### src/rtl/win_bank_map_pkg.sv
package win_bank_map_pkg;
  parameter int unsigned BANK_W   = 2;
  parameter int unsigned OFS_W    = 2;
  parameter int unsigned NUM_WIN  = 4;
  localparam int unsigned ENT_W    = BANK_W + OFS_W;
  localparam int unsigned NUM_BANK = 1 << BANK_W;
  localparam int unsigned IDX_W    = $clog2(NUM_WIN);

  typedef struct packed {
    logic [BANK_W-1:0] bank;
    logic [OFS_W-1:0]  ofs;
  } map_ent_t;
endpackage

### src/rtl/win_map_regs.sv
module win_map_regs
  import win_bank_map_pkg::*;
(
  input  logic             clk_i,
  input  logic             rst_ni,
  input  logic             wr_i,
  input  logic [IDX_W-1:0] wr_idx_i,
  input  map_ent_t         wr_ent_i,
  input  logic [IDX_W-1:0] rd_idx_i,
  output map_ent_t         rd_ent_o
);
  map_ent_t ent_q [NUM_WIN];

  for (genvar w = 0; w < NUM_WIN; w++) begin : g_ent
    logic wr_en;
    assign wr_en = wr_i && (wr_idx_i == IDX_W'(w));
    always_ff @(posedge clk_i or negedge rst_ni) begin
      if (!rst_ni)    ent_q[w] <= '0;
      else if (wr_en) ent_q[w] <= wr_ent_i;
    end
  end

  // combinational read: mapping valid in the same cycle as the address
  assign rd_ent_o = ent_q[rd_idx_i];
endmodule

### src/rtl/win_bank_dec.sv
module win_bank_dec
  import win_bank_map_pkg::*;
(
  input  logic [BANK_W-1:0]   bank_i,
  output logic [NUM_BANK-1:0] sel_o
);
  for (genvar b = 0; b < NUM_BANK; b++) begin : g_sel
    assign sel_o[b] = (bank_i == BANK_W'(b));
  end
endmodule

### src/rtl/win_bank_map.sv
module win_bank_map
  import win_bank_map_pkg::*;
(
  input  logic                clk_i,
  input  logic                rst_ni,
  input  logic                io_wr_i,
  input  logic [IDX_W-1:0]    io_idx_i,
  input  logic [ENT_W-1:0]    io_data_i,
  input  logic [IDX_W-1:0]    cpu_addr_hi_i,
  output logic [NUM_BANK-1:0] bank_sel_o,
  output logic [OFS_W-1:0]    offset_o
);
  map_ent_t wr_ent, rd_ent;

  assign wr_ent = map_ent_t'(io_data_i);

  win_map_regs u_regs (
    .clk_i    (clk_i),
    .rst_ni   (rst_ni),
    .wr_i     (io_wr_i),
    .wr_idx_i (io_idx_i),
    .wr_ent_i (wr_ent),
    .rd_idx_i (cpu_addr_hi_i),
    .rd_ent_o (rd_ent)
  );

  win_bank_dec u_dec (
    .bank_i (rd_ent.bank),
    .sel_o  (bank_sel_o)
  );

  assign offset_o = rd_ent.ofs;
endmodule

### config.mk
export PLATFORM = sky130hd
export DESIGN_NAME = win_bank_map
export DESIGN_NICKNAME = d
export VERILOG_FILES = /design/src/rtl/win_bank_map_pkg.sv /design/src/rtl/win_map_regs.sv /design/src/rtl/win_bank_dec.sv /design/src/rtl/win_bank_map.sv
export SDC_FILE = /design/constraint.sdc
export NUM_CORES = 1
export LEC_CHECK = 0
export BUFFER_PORTS_ARGS = -buffer_cell sky130_fd_sc_hd__buf_2
export CAP_MARGIN = 5
export CELL_PAD_IN_SITES_DETAIL_PLACEMENT = 1
export CELL_PAD_IN_SITES_GLOBAL_PLACEMENT = 2
export CORE_UTILIZATION = 38
export DETAILED_ROUTE_END_ITERATION = 16
export PLACE_DENSITY = 0.78
export SETUP_SLACK_MARGIN = 0.02
export SLEW_MARGIN = 20
export SYNTH_ARGS = -nofsm -noshare
export SYNTH_HDL_FRONTEND = slang
export SYNTH_SLANG_ARGS = --single-unit
### constraint.sdc
create_clock -name clk_i -period 2.4 [get_ports clk_i]
set_clock_uncertainty 0.2 [all_clocks]
set_input_delay 0.48 -clock clk_i [delete_from_list [all_inputs] [get_ports clk_i]]
set_output_delay 0.48 -clock clk_i [all_outputs]
set_load 0.02 [all_outputs]
# After elaboration in Yosys (flattened, before gate mapping)
# Cells that the tools add are included.
word_totals:
  elab_cells: 25
  register_bits: 16
classes:
  n_lt_le_gt_ge: 1
  eq_ne: 6
  bitwise_logic: 1
  muxes: 3
  n_reduce_logical: 6
op_table:
  columns: ["cell", "n"]
  rows:
  - ["$bmux 4 s2", 1]
  - ["$eq 2x2->1 const B", 4]
  - ["$mux 4", 2]
  - ["$eq 2x1->1 const B", 2]
  - ["$logic_and 1x1->1", 4]
  - ["$logic_not 2->1", 2]
  - ["$ge 3x3->1 const B", 1]
  - ["$not 2->3", 1]

# Depth between registers and ports, before layout
# Gate-level depths: netlist of the first run.
logic_depth:
  ltp_word: 5
  depth_mapped: 2
  depth_no_buf: 2

# Modules after synthesis
# From an unflattened synthesis of the first run, not the netlist that was laid out.
hier_totals:
  hier_cells: 44
  hier_area_um2: 739.5
by_module_without_submodules:
  columns: ["mod", "n_inst", "area_each_um2", "cells_per_inst"]
  rows:
  - ["win_map_regs", 1, 713.2, 40]
  - ["win_bank_dec", 1, 26.3, 4]

# Least setup slack after synthesis of the first run
# Ideal clock, no wire load.
synth_path:
  kind: "input to output"
  startpoint: "in cpu_addr_hi_i[0]"
  endpoint: "out bank_sel_o[1]"
  path_slack_ns: 0.405
  required_time_ns: 1.720
  arrival_ns: 1.315
  cell_stages: 2
  path_buffers: 0
  path_cell_list: "mux4_2 -> nor2b_1"
synth_via:
  elab_chain_cells: 5
synth_rtl:
  columns: ["item", "line_no", "rtl"]
  rows:
  - ["start: declaration", "win_bank_map.sv:9", "input logic [IDX_W-1:0] cpu_addr_hi_i,"]
  - ["$not 2->3 (not written as such)", "win_map_regs.sv:24", "assign rd_ent_o = ent_q[rd_idx_i];"]
  - ["$bmux 4 s2", "win_map_regs.sv:24", null]
  - ["$mux 4 (not written as such) (2 in a row)", "win_map_regs.sv:24", null]
  - ["$eq 2x1->1", "win_bank_dec.sv:8", "assign sel_o[b] = (bank_i == BANK_W'(b));"]
  - ["end: declaration", "win_bank_map.sv:10", "output logic [NUM_BANK-1:0] bank_sel_o,"]
# No other way between the ends. The select of a mux whose other input is x is not followed.

# Worst setup path after layout of the first run
layout_path:
  startpoint: "in cpu_addr_hi_i[0]"
  endpoint: "out bank_sel_o[3]"
layout_via:
  elab_chain_cells: 5
layout_rtl:
  columns: ["item", "line_no"]
  rows:
  - ["$not 2->3 (not written as such)", "win_map_regs.sv:24"]
  - ["$bmux 4 s2", "win_map_regs.sv:24"]
  - ["$mux 4 (not written as such) (2 in a row)", "win_map_regs.sv:24"]
  - ["$eq 2x2->1", "win_bank_dec.sv:8"]
# No other way between the ends. The select of a mux whose other input is x is not followed.

==> results of run 1 <==
timing repair:
action	in CTS	in global routing
hold endpoints to repair	16	0
hold buffers	1	0
gates resized for setup	0	0
power breakdown:
group          internal (mW)  total, mW  switching (mW)
Combinational         0.0941      0.177          0.0828
Clock                 0.0924      0.175          0.0825
Sequential             0.320      0.345          0.0252
Total                  0.507      0.697           0.190
cells by family (layout without fill, tap and decap cells):
kind of cell / Yosys count / in the layout / share of synthesized area [%]
and+or+nand+nor: 8 / 8 / 7.507
buffers and inverters: 0 / 21 / 0
DFF: 16 / 16 / 54.61
muxes: 20 / 20 / 37.88
per-layer routing:
layer  vias to the layer above  wire length, um  GRT usage, %
met3                         2               71         3.968
li1                        213                -             -
met2                        17              638         22.25
met5                         -                0             0
met1                       231              649         25.71
met4                         0               17         10.59
path summary, 6_finish.rpt:
check / start / cells past startpoint / slack [ps] / endpoint
max: cpu_addr_hi_i[0] / 4 / 200 / bank_sel_o[3]
min: io_data_i[0] / 2 / 270 / u_regs.ent_q[0]
max reg2reg: u_regs.ent_q[6] / 1 / 1420 / u_regs.ent_q[6]
min reg2reg: u_regs.ent_q[1] / 1 / 310 / u_regs.ent_q[1]
max in group asynchronous: rst_ni / 2 / 1310 / u_regs.ent_q[14]
min in group asynchronous: rst_ni / 2 / 420 / u_regs.ent_q[13]
worst max-delay path: stages:
cell and delay, ps:
buf_2 160, mux4_2 550, and2_1 170, buf_2 150
area by class of cell:
| cell class | count | area (sq um) | share of cell area, % |
|---|---|---|---|
| clock buffer | 4 | 36.28 | 4.073 |
| multi-input combinational | 28 | 332.8 | 37.36 |
| sequential | 16 | 400.4 | 44.94 |
| tap | 25 | 31.28 | 3.511 |
| timing repair buffer | 17 | 90.09 | 10.11 |
Yosys cell counts:
library cell / instances
dfrtp_1: 16
mux2_2: 16
mux4_1: 2
mux4_2: 2
nand3b_1: 2
nor2b_1: 2
and2_1: 1
nand3_1: 1
nor2_1: 1
nor3b_2: 1
==> impl_metrics.ini, run 1 <==
[run_status]
outcome = complete, no violations

[sta]
slew_headroom_pct = 76.09
postLayoutSetupSlackWorst_ps = 200.9
final-setup-viol-count = 0
clock.fmax_mhz = 454.7
report.final.hold_viol_count = 0
fin_setup_tns_ps = 0
max_slew.worst_pin.slew_ps = 357.2
report.final.slew_viol_count = 0
min_period_over_period_pct = 91.63
final.min_clock_period_ps = 2199
fin_worst_hold_slack_ps = 265.8
grt_setup_unrepaired = false

[clocking]
clock_edge_transition_at_the_registers_on_the_reported_setup_and_hold_paths_ps = 90
cts-htree-levels = 1
clock_latency_of_the_later_clocked_register_in_the_worst_skew_pair_ps = 280
root_buffer = clkbuf_4
cts_tree = built
cts_inserted_buffers = 3
post_cts_buffers = 0
clkSinkCount = 16
buffers_from_clock_root_to_sink_at_most = 2

[synthesis]
ys_seq_area_share_pct = 54.61
postSynthNetCount = 55
number_of_distinct_standard_cells_referenced_by_the_synthesized_netlist = 10
synth_warn = 0
mappedNetlistArea_sq_um = 733.2
synth.largest_area_cell = dfrtp_1
syn_inst = 44
synth_area_per_cell_sq_um = 16.66
top_cells_by_area_in_the_synthesized_netlist = dfrtp_1, mux2_2, mux4_1
synthDominantCellAreaShare_pct = 54.61
synth.ff_latch_count = 16

[place]
placed_instances = 85
global_placement_routability_congestion = 0.6455
dpl_cell_area_sq_um = 844.6
hpwl_um = 1066
placement.io_buffers = 16
dpl_worst_slack_ps = 193.9

[global_routing]
grt_usage_pct = 17.21
via_count_of_the_first_global_routing_pass = 462
grt_first_pass_wirelength_um = 2373
pin_count_of_the_biggest_net_entering_global_routing = 17
globalRoute.totalOverflow = 0
grt_antenna_before_repair = 0

[cells_and_area]
number_of_flip_flops_under_the_largest_register_name = 16
instances_no_fill = 90
insertedDiodeCount = 0
regMostFlops = u_regs.ent_q
design.final.nets = 77
nFillCells = 196
design_area_sq_um = 890.9
mostFrequentLayoutCells = mux2_2, buf_2, dfrtp_1
reg_top3 = u_regs.ent_q (16)
drive_gt1_share_pct = 60.00
layout-area-overhead-vs-synth_pct = 21.50
postLayoutCoreUtil_pct = 50.50

[floorplan]
pin_count = 17
design.die.area_sq_mm = 0.002109
chipWidth_um = 45.93
placementRows = 15
chipHeight_um = 45.93
coreArea_sq_mm = 0.001764
floorplan.initialDensity_pct = 41.56

[worst_setup_path]
setup.worst_path.class = in -> out
crit_fanout = 4
startpoint_type = input port
critical_path_arrival_ps = 1520
critical_path_required_ps = 1720
timing.critical_path.to_type = output port

[job]
drv_cap = 0

[power]
cellPowerDensity_mw_per_mm2 = 782.7
total_power_mw = 0.6973
p_leak_nw = 0.3984
vdd_ir_drop_max_mv = 0.3396

[route]
detail_route.vias_per_cell = 5.144
wl_um = 1375
route.detailed.wl_per_inst_um = 15.28
initial_detailed_routing_violation_count = 5
first_pass_iteration_count_of_the_detailed_router = 3
drt.antenna.violating_nets = 0
drc_errors_left = 0
via_count = 463

[worst_hold_path]
min_path_type = in -> reg
No activity file was read; power rests on OpenSTA's default activity.
==> run 2, diff against run 1 <==
--- a/config.mk
+++ b/config.mk
@@ -6,4 +6,5 @@
 export NUM_CORES = 1
 export LEC_CHECK = 0
+export ABC_AREA = 0
 export BUFFER_PORTS_ARGS = -buffer_cell sky130_fd_sc_hd__buf_2
 export CAP_MARGIN = 5
==> constraint.sdc (replaced) <==
create_clock -name clk_i -period 2.4 [get_ports clk_i]
set_clock_uncertainty 0.2 [all_clocks]
set_input_delay 0.36 -clock clk_i [delete_from_list [all_inputs] [get_ports clk_i]]
set_output_delay 0.36 -clock clk_i [all_outputs]
set_load 0.02 [all_outputs]
==> run 2 against run 1 <==
Effect of this change: via count decreased by 0.22%; non-clock buffer count did not move; register-to-register slack hardly changed; design area is the same; global-route usage decreased by 0.084 points; hold slack worse by 120 ps; core utilization unchanged; routed wire length grew 0.22%; critical path type is now reg -> out; largest cell class unchanged; clock power barely moved; final cell count is the same; first-iteration DRC count stayed put; critical endpoint unchanged; sequential share of layout area unchanged.
==> impl_metrics.ini, run 2 (synthesis results as in run 1) <==
[route]
initial_detailed_routing_violation_count = 5
detail_route.vias_per_cell = 5.133
drt.antenna.violating_nets = 0
wl_um = 1378
via_count = 462
route.detailed.wl_per_inst_um = 15.31
drc_errors_left = 0
first_pass_iteration_count_of_the_detailed_router = 3

[cells_and_area]
layout-area-overhead-vs-synth_pct = 21.50
insertedDiodeCount = 0
design.final.nets = 77
nFillCells = 191
reg_top3 = u_regs.ent_q (16)
drive_gt1_share_pct = 60.00
regMostFlops = u_regs.ent_q
number_of_flip_flops_under_the_largest_register_name = 16
mostFrequentLayoutCells = mux2_2, buf_2, dfrtp_1
instances_no_fill = 90

[global_routing]
grt_antenna_before_repair = 0
grt_first_pass_wirelength_um = 2359
globalRoute.totalOverflow = 0
grt_usage_pct = 17.13
pin_count_of_the_biggest_net_entering_global_routing = 17
via_count_of_the_first_global_routing_pass = 459

[place]
hpwl_um = 1067
placement.io_buffers = 16
global_placement_routability_congestion = 0.6465
placed_instances = 85

[clocking]
clkSinkCount = 16
post_cts_buffers = 0
cts_tree = built
root_buffer = clkbuf_4
buffers_from_clock_root_to_sink_at_most = 2
cts-htree-levels = 1
clock_edge_transition_at_the_registers_on_the_reported_setup_and_hold_paths_ps = 90
cts.hold.buffers_added = 1
clock_latency_of_the_later_clocked_register_in_the_worst_skew_pair_ps = 280
cts_repair_resize_count = 0
cts_inserted_buffers = 3

[worst_setup_path]
slowest_stage = mux4_2
cp.buffers_inverters = 1
cpPeakStageDelay_ps = 500
critical_path_arrival_ps = 1510
timing.critical_path.to_type = output port
r2r.worst_path.cells = 1
rr_startpoint = u_regs.ent_q[6]
regToRegEndpoint = u_regs.ent_q[6]
setup.worst_path.class = reg -> out
critical_path_required_ps = 1840
ordered_cell_list_for_the_critical_path = mux4_2, and2_1, buf_2
critical-path-top-delay-family = multiplexers
startpoint_type = flip-flop
crit_fanout = 4
setup.reg_to_reg.worst_slack_ps = 1420

[worst_hold_path]
hold_start = io_data_i[0]
holdPathStages = 2
hold_end = u_regs.ent_q[12]
min_path_type = in -> reg

[floorplan]
placementRows = 15
chipHeight_um = 45.93
floorplan.initialDensity_pct = 41.56
coreArea_sq_mm = 0.001764
pin_count = 17
chipWidth_um = 45.93
design.die.area_sq_mm = 0.002109

[job]
drv_cap = 0

[sta]
report.final.slew_viol_count = 0
min_period_over_period_pct = 86.32
fin_worst_hold_slack_ps = 146.6
fin_setup_tns_ps = 0
clock.fmax_mhz = 482.7
slew_headroom_pct = 76.14
report.final.hold_viol_count = 0
max_slew.worst_pin.slew_ps = 356.3
grt_setup_unrepaired = false
final.min_clock_period_ps = 2072
final-setup-viol-count = 0

[run_status]
outcome = complete, no violations

[power]
p_leak_nw = 0.3984
cellPowerDensity_mw_per_mm2 = 782.6
vdd_ir_drop_max_mv = 0.3396
==> run 2: cell counts in the layout (fill, tap and decap cells not counted) <==
No cell type changed its count.
==> run 2: worst max-delay path by stage <==
stage	startpoint	endpoint	slack, ps	cells past startpoint
after detailed placement	cpu_addr_hi_i[0]	bank_sel_o[3]	430	4
after CTS	u_regs.ent_q[6]	bank_sel_o[3]	310	3
after global placement	cpu_addr_hi_i[0]	bank_sel_o[3]	460	4
after global routing	u_regs.ent_q[10]	bank_sel_o[3]	280	3
final	u_regs.ent_q[6]	bank_sel_o[3]	330	3
after floorplan	cpu_addr_hi_i[0]	bank_sel_o[1]	640	2
==> run 2: through the flow <==
step | instance area (sq um) | power, mW | utilization [%] | worst slack, ps
floorplan | 733.2 | 0.4655 | - | 644.8
global placement | 844.6 | 0.5222 | 47.87 | 460.0
detailed placement | 844.6 | 0.5305 | 47.87 | 433.9
CTS | 890.9 | 0.7093 | 50.50 | 309.6
global route | 890.9 | 0.7415 | 50.50 | 277.2
finish | 890.9 | 0.6972 | 50.50 | 328.4
==> run 2: cell type report <==
cell class / count / area [sq um] / share of cell area (%)
Sequential cell: 16 / 400.4 / 44.94
Multi-Input combinational cell: 28 / 332.8 / 37.36
Timing Repair Buffer: 17 / 90.09 / 10.11
Clock buffer: 4 / 36.28 / 4.073
Tap cell: 25 / 31.28 / 3.511
==> run 2: routing by layer <==
layer	track usage (%)	part of all wire [%]	vias to the layer above
met1	25.45	47	230
met3	3.968	5.2	2
met2	22.25	46	17
met4	10.59	1.2	0
met5	0	0	-
li1	-	-	213
==> run 2: power by group <==
| part | internal [mW] | total (mW) | switching (mW) |
|---|---|---|---|
| combinational | 0.0941 | 0.177 | 0.0828 |
| clock | 0.0924 | 0.175 | 0.0825 |
| sequential | 0.320 | 0.345 | 0.0251 |
| total | 0.507 | 0.697 | 0.190 |
==> run 3, diff against run 2 <==
- PLACE_DENSITY: 0.78 -> 0.87
==> run 3 against run 2 <==
Effect of this change: sequential cell count stayed put; design area is the same; sequential share of layout area did not move; routed wire length is 3.3% higher; via count up 1.1%.
==> impl_metrics.ini, run 3 (synthesis results as in run 1) <==
[place]
placement.io_buffers = 16
dpl_cell_area_sq_um = 844.6
global_placement_routability_congestion = 0.6977

[floorplan]
design.die.area_sq_mm = 0.002109
pin_count = 17
chipHeight_um = 45.93
floorplan.initialDensity_pct = 41.56
coreArea_sq_mm = 0.001764
chipWidth_um = 45.93
placementRows = 15

[route]
drc_errors_left = 0
first_pass_iteration_count_of_the_detailed_router = 2
initial_detailed_routing_violation_count = 4
drt.antenna.violating_nets = 0
wl_um = 1424
detail_route.vias_per_cell = 5.189
route.detailed.wl_per_inst_um = 15.82
via_count = 467

[global_routing]
grt_antenna_before_repair = 0
via_count_of_the_first_global_routing_pass = 485
grt_first_pass_wirelength_um = 2270
grt_usage_pct = 16.56
globalRoute.totalOverflow = 0
pin_count_of_the_biggest_net_entering_global_routing = 17

[cells_and_area]
design.final.nets = 77
layout-area-overhead-vs-synth_pct = 21.50
drive_gt1_share_pct = 60.00
mostFrequentLayoutCells = mux2_2, buf_2, dfrtp_1
insertedDiodeCount = 0
regMostFlops = u_regs.ent_q
reg_top3 = u_regs.ent_q (16)
design_area_sq_um = 890.9
number_of_flip_flops_under_the_largest_register_name = 16

[job]
drv_cap = 0

[clocking]
cts_tree = built
clock_latency_of_the_later_clocked_register_in_the_worst_skew_pair_ps = 280
buffers_from_clock_root_to_sink_at_most = 2
clkSinkCount = 16
cts_inserted_buffers = 3
root_buffer = clkbuf_4
cts-htree-levels = 1
clock_edge_transition_at_the_registers_on_the_reported_setup_and_hold_paths_ps = 90

[worst_setup_path]
setup.reg_to_reg.worst_slack_ps = 1430
regToRegEndpoint = u_regs.ent_q[1]
slowest_stage = mux4_2
cpPeakStageDelay_ps = 500
ordered_cell_list_for_the_critical_path = mux4_2, and2_1, buf_2
timing.critical_path.to_type = output port
rr_startpoint = u_regs.ent_q[1]
critical-path-top-delay-family = multiplexers
cp.buffers_inverters = 1
crit_cells = 3
crit_fanout = 4
startpoint_type = flip-flop
r2r.worst_path.cells = 1
setup.worst_path.class = reg -> out
critical_path_required_ps = 1840
critical_path_arrival_ps = 1480

[sta]
fin_setup_tns_ps = 0
final-setup-viol-count = 0
fin_worst_hold_slack_ps = 142.9
grt_setup_unrepaired = false
final.min_clock_period_ps = 2042
min_period_over_period_pct = 85.08
max_slew.worst_pin.slew_ps = 439.6
clock.fmax_mhz = 489.7
report.final.hold_viol_count = 0
slew_headroom_pct = 70.56
report.final.slew_viol_count = 0

[worst_hold_path]
holdPathStages = 2
hold_end = u_regs.ent_q[11]
hold_start = io_data_i[3]
min_path_type = in -> reg

[power]
vdd_ir_drop_max_mv = 0.5323
cellPowerDensity_mw_per_mm2 = 782.0
p_leak_nw = 0.3984

[run_status]
outcome = complete, no violations
==> run 3: cell counts in the layout (fill, tap and decap cells not counted) <==
No cell type changed its count.
==> run 3: how the worst max path moves through the flow <==
stage	start	to
2_1_floorplan	cpu_addr_hi_i[0]	bank_sel_o[1]
3_3_place_gp	cpu_addr_hi_i[0]	bank_sel_o[3]
3_5_place_dp	cpu_addr_hi_i[0]	bank_sel_o[3]
4_1_cts	u_regs.ent_q[2]	bank_sel_o[3]
5_1_grt	u_regs.ent_q[2]	bank_sel_o[2]
6_report	u_regs.ent_q[2]	bank_sel_o[3]
==> run 3: layer usage <==
metal	global-route usage, %	up-vias	wire length (um)
met1	20.26	241	646
met4	10.59	0	10
li1	-	212	-
met2	27.04	12	713
met5	0	-	0
met3	2.381	2	53
==> run 3: where the power goes <==
part	switching (mW)	internal (mW)
Sequential	0.0234	0.320
Combinational	0.0838	0.0942
Clock	0.0828	0.0923
==> run 3: what timing repair did <==
| item | CTS | global route |
|---|---|---|
| buffers inserted | 0 | 0 |
| endpoints found under the hold margin | 16 | 0 |
| hold buffers | 1 | 0 |
| gates resized for setup | 0 | 0 |
| endpoints found under the setup margin | 0 | 0 |
==> run 3: layout make-up <==
type                            instances  area [sq um]
Clock buffer                            4         36.28
Fill cell                             199         873.3
Multi-Input combinational cell         28         332.8
Sequential cell                        16         400.4
Tap cell                               25         31.28
Timing Repair Buffer                   17         90.09
==> run 3: stage by stage <==
stage	utilization, %	cells	power (mW)	setup WS [ps]
final	50.50	90	0.6967	358.1
after global routing	50.50	90	0.7336	293.4
after CTS	50.50	90	0.7066	340.0
after detailed placement	47.87	85	0.5284	434.2
after global placement	47.87	85	0.5197	463.6
after floorplan	-	44	0.4655	644.8
